### src/rtl/frame_phase_meter.sv
module frame_phase_meter #(
  parameter int CH_W  = 5,
  parameter int BIT_W = 3
) (
  input  logic                  clk,
  input  logic                  rst_n,
  input  logic                  fp_i,
  input  logic                  ref_i,
  output logic [CH_W+BIT_W:0]   phase_o,
  output logic                  valid_o
);
  localparam int POS_W = CH_W + BIT_W;
  localparam logic [POS_W-1:0] HALF = POS_W'(1) << (POS_W - 1);

  logic [POS_W-1:0] cnt_q, cnt_nxt, last_q;
  logic             ref_q, seen_q, wrap_q;
  logic             rise, fwd_wrap, bwd_wrap;

  assign cnt_nxt  = fp_i ? '0 : cnt_q + POS_W'(1);
  assign rise     = ref_i & ~ref_q;
  assign fwd_wrap = seen_q && (last_q > cnt_nxt) && ((last_q - cnt_nxt) > HALF);
  assign bwd_wrap = seen_q && (cnt_nxt > last_q) && ((cnt_nxt - last_q) > HALF);

  always_ff @(posedge clk) begin
    if (!rst_n) begin
      cnt_q   <= '0;
      ref_q   <= 1'b0;
      last_q  <= '0;
      seen_q  <= 1'b0;
      wrap_q  <= 1'b0;
      valid_o <= 1'b0;
    end else begin
      cnt_q   <= cnt_nxt;
      ref_q   <= ref_i;
      valid_o <= rise;
      if (rise) begin
        last_q <= cnt_nxt;
        seen_q <= 1'b1;
        wrap_q <= wrap_q ^ (fwd_wrap | bwd_wrap);
      end
    end
  end

  assign phase_o = {wrap_q, last_q};
endmodule


### config.mk
export PLATFORM = sky130hd
export DESIGN_NAME = frame_phase_meter
export DESIGN_NICKNAME = d
export VERILOG_FILES = /design/src/rtl/frame_phase_meter.sv
export SDC_FILE = /design/constraint.sdc
export NUM_CORES = 1
export LEC_CHECK = 0
export ABC_AREA = 1
export BUFFER_PORTS_ARGS = -buffer_cell sky130_fd_sc_hd__buf_2
export CAP_MARGIN = 20
export CORE_ASPECT_RATIO = 0.7
export CORE_UTILIZATION = 66
export CTS_BUF_LIST = sky130_fd_sc_hd__clkbuf_2 sky130_fd_sc_hd__clkbuf_4 sky130_fd_sc_hd__clkbuf_8
export DETAILED_ROUTE_END_ITERATION = 10
export PLACE_DENSITY_LB_ADDON = 0.15
export SYNTH_ARGS = -nofsm -noshare
export SYNTH_HDL_FRONTEND = slang
export SYNTH_SLANG_ARGS = --single-unit
### constraint.sdc
create_clock -name clk -period 6.97 [get_ports clk]
set_clock_uncertainty 0.15 [all_clocks]
set_input_delay 1.394 -clock clk [delete_from_list [all_inputs] [get_ports clk]]
set_output_delay 1.394 -clock clk [all_outputs]
set_load 0.01 [all_outputs]
==> flow_metrics.py <==
metrics = {
    "logic_synthesis": {
        "syn-cell-area_um2": 1620,
        "seq_area_frac_synth_pct": 24.8,
        "synth_seq_cells": 20,
        "synth_top_area_share_pct": 24.8,
        "ys_types": 24,
        "postSynthCellCount": 260,
        "avgSynthCellArea_um2": 6.22,
        "yosys_warnings": 0,
        "synth_fp_nets": 283,
        "synth_area_leaders": "dfxtp_1 (25%), nand2_1 (15%), ha_1 (14%), inv_1 (9.8%), nand3_1 (8.4%)",
        "yosys.area.top_type": "dfxtp_1",
    },
    "detailed_routing": {
        "vias": 1579,
        "vias_per_cell": 5.19,
        "wl_per_cell_um": 11.7,
        "wl_um": 3560,
        "firstDrtPassIters": 7,
        "drc": 0,
        "drtIter0Drc": 121,
        "detail-route-antenna-nets": 0,
    },
    "timing": {
        "setup_viol": 0,
        "maxSlewViolCount": 0,
        "setup_tns_ns": 0,
        "finalCritPeriodShare_pct": 47.2,
        "fin_crit_ns": 3.29,
        "rsz0062_at_grt": "false",
        "tightest_slew_ns": 0.292,
        "hold_viol": 0,
        "whs_ns": 0.270,
        "max_freq_mhz": 304,
        "slew_headroom_pct": 80.4,
    },
    "global_routing": {
        "grt_max_degree": 18,
        "grt_pass1_vias": 1375,
        "grt_first_pass_wirelength_um": 5850,
        "antenna_found_initial": 0,
        "overflow": 0,
        "grt_use_total_pct": 29.5,
    },
    "floorplan": {
        "pin_count": 14,
        "fp.dieH_um": 43.4,
        "die_w_um": 61.2,
        "die_area_um2": 2650,
        "rows": 14,
        "start_util_pct": 72.7,
        "core-area_um2": 2220,
    },
    "setup_path": {
        "worstPathArrival_ns": 3.34,
        "crit_fanout": 5,
        "start_kind": "input pin",
        "end_kind": "flip-flop",
        "worstPathRequired_ns": 7.02,
        "path_class": "input pin to flip-flop",
    },
    "final_layout": {
        "post-route-util_pct": 77.2,
        "finalNetCount": 297,
        "layout_commonest_cell": "nand2_1",
        "n_antenna_cell": 0,
        "layout-drive-gt1-share_pct": 11.4,
        "syn_to_final_growth_pct": 6.19,
        "final_cell_mix": "nand2_1 (66), inv_1 (42), nor2_1 (32)",
    },
    "clock_network": {
        "cts_buffer_depth": 2,
        "cts_max_level": 1,
        "insertion_delay_ns": 0.30,
        "path_clk_slew_ns": 0.10,
        "clockRootBuffer": "clkbuf_4",
        "postCtsResizedCells": 0,
        "cts_tree": "built",
        "clock_sinks": 20,
        "cts_setup_buffers": 0,
        "numCtsBuffers": 3,
        "cts_hold_buf": 0,
    },
    "placement": {
        "gp_congestion": 0.895,
        "io_buffers": 13,
        "dpl.hpwl_um": 2870,
    },
    "run": {
        "cap_viol_max_count": 0,
    },
    "pwr": {
        "irDropWorstVdd_v": 0.000166,
        "cellPowerDensity_nw_per_um2": 160,
        "p_leak_uw": 0.000967,
    },
    "outcome": {
        "status": "finished clean",
    },
    "hold_path": {
        "worst_hold_path_type": "flip-flop to flip-flop",
    },
}
-- registers in the layout (all words and copies together) (netlist names) --
name     count
wrap_q       1
seen_q       1
cnt_q        8
ref_q        1
valid_o      1
last_q       8
-- metal layers --
layer	vias up	GRT usage [%]	routed length (µm)
met5	-	0	0
met4	0	2.27	0
met3	0	7.46	232
met2	48	47.0	1550
met1	690	42.3	1780
li1	841	-	-
-- cells in the mapped netlist --
cell	n
nand2_2	4
a21oi_2	2
dfxtp_1	20
buf_6	1
a21oi_1	18
inv_1	42
nor2_4	1
fa_1	1
and3_1	1
nand4_1	3
nor2_2	2
ha_1	18
nand2_1	66
nand3_1	27
nor2_1	32
buf_4	2
inv_2	3
nor3_1	2
a21o_2	2
clkbuf_2	1
o21ai_0	8
clkinv_1	2
clkbuf_1	1
o211ai_1	1
-- final timing paths --
path | cells after the start | from | end | slack, ns
setup / recovery | 17 | fp_i | wrap_q$_SDFFE_PN0P_ | 3.68
hold / removal | 1 | ref_q$_SDFF_PN0_ | valid_o$_SDFF_PN0_ | 0.27
setup reg to reg | 21 | cnt_q[0]$_SDFF_PN0_ | wrap_q$_SDFFE_PN0P_ | 4.08
hold reg to reg | 1 | ref_q$_SDFF_PN0_ | valid_o$_SDFF_PN0_ | 0.27
-- report_power, final --
| part | internal (µW) | leakage (µW) | switching (µW) | total, µW |
|---|---|---|---|---|
| registers | 119 | 0.000164 | 4.11 | 123 |
| logic | 35.0 | 0.000789 | 62.7 | 97.7 |
| clock network | 20.2 | 0.0000138 | 33.9 | 54.1 |
-- layout make-up --
cell class,count,area (µm²)
inverters,47,176
fillers,200,508
multi-input cells,188,1000
repair buffers,14,72.6
well taps,32,40.0
clock buffers,3,22.5
flip-flops and latches,20,400
-- stage by stage --
| stage | cells | setup slack [ns] | power (µW) | area, µm² |
|---|---|---|---|---|
| 2_1_floorplan | 260 | 3.88 | 201 | 1620 |
| 3_3_place_gp | 301 | 3.47 | 220 | 1690 |
| 3_5_place_dp | 301 | 3.39 | 222 | 1690 |
| 4_1_cts | 304 | 3.71 | 274 | 1720 |
| 5_1_grt | 304 | 3.50 | 295 | 1720 |
| 6_report | 304 | 3.68 | 275 | 1720 |
-- critical path, stage by stage --
cell and delay, ns:
buf_2 0.13, inv_1 0.16, nand3_1 0.17, inv_1 0.12, ha_1 0.29, a21oi_1 0.25
nor2_1 0.07, nor2_1 0.17, nand2_1 0.08, nand2_1 0.06, nand2_1 0.05, nor2_1 0.10
nand2_1 0.06, nand2_1 0.07, nand3_1 0.07, nand2_1 0.06, nor2_1 0.04
-- cell families (layout without fill, tap and decap cells) --
kind of cell             count (synthesis)  in the layout  synth area share [%]
buffers and inverters                   52             64                  13.1
adder cells (fa/ha/maj)                 19             19                  15.2
AO/OA/AOI/OAI                           31             31                  10.7
flip-flops                              20             20                  24.8
AND/OR/NAND/NOR                        138            138                  36.3
Power figures use the tool's default switching activity.
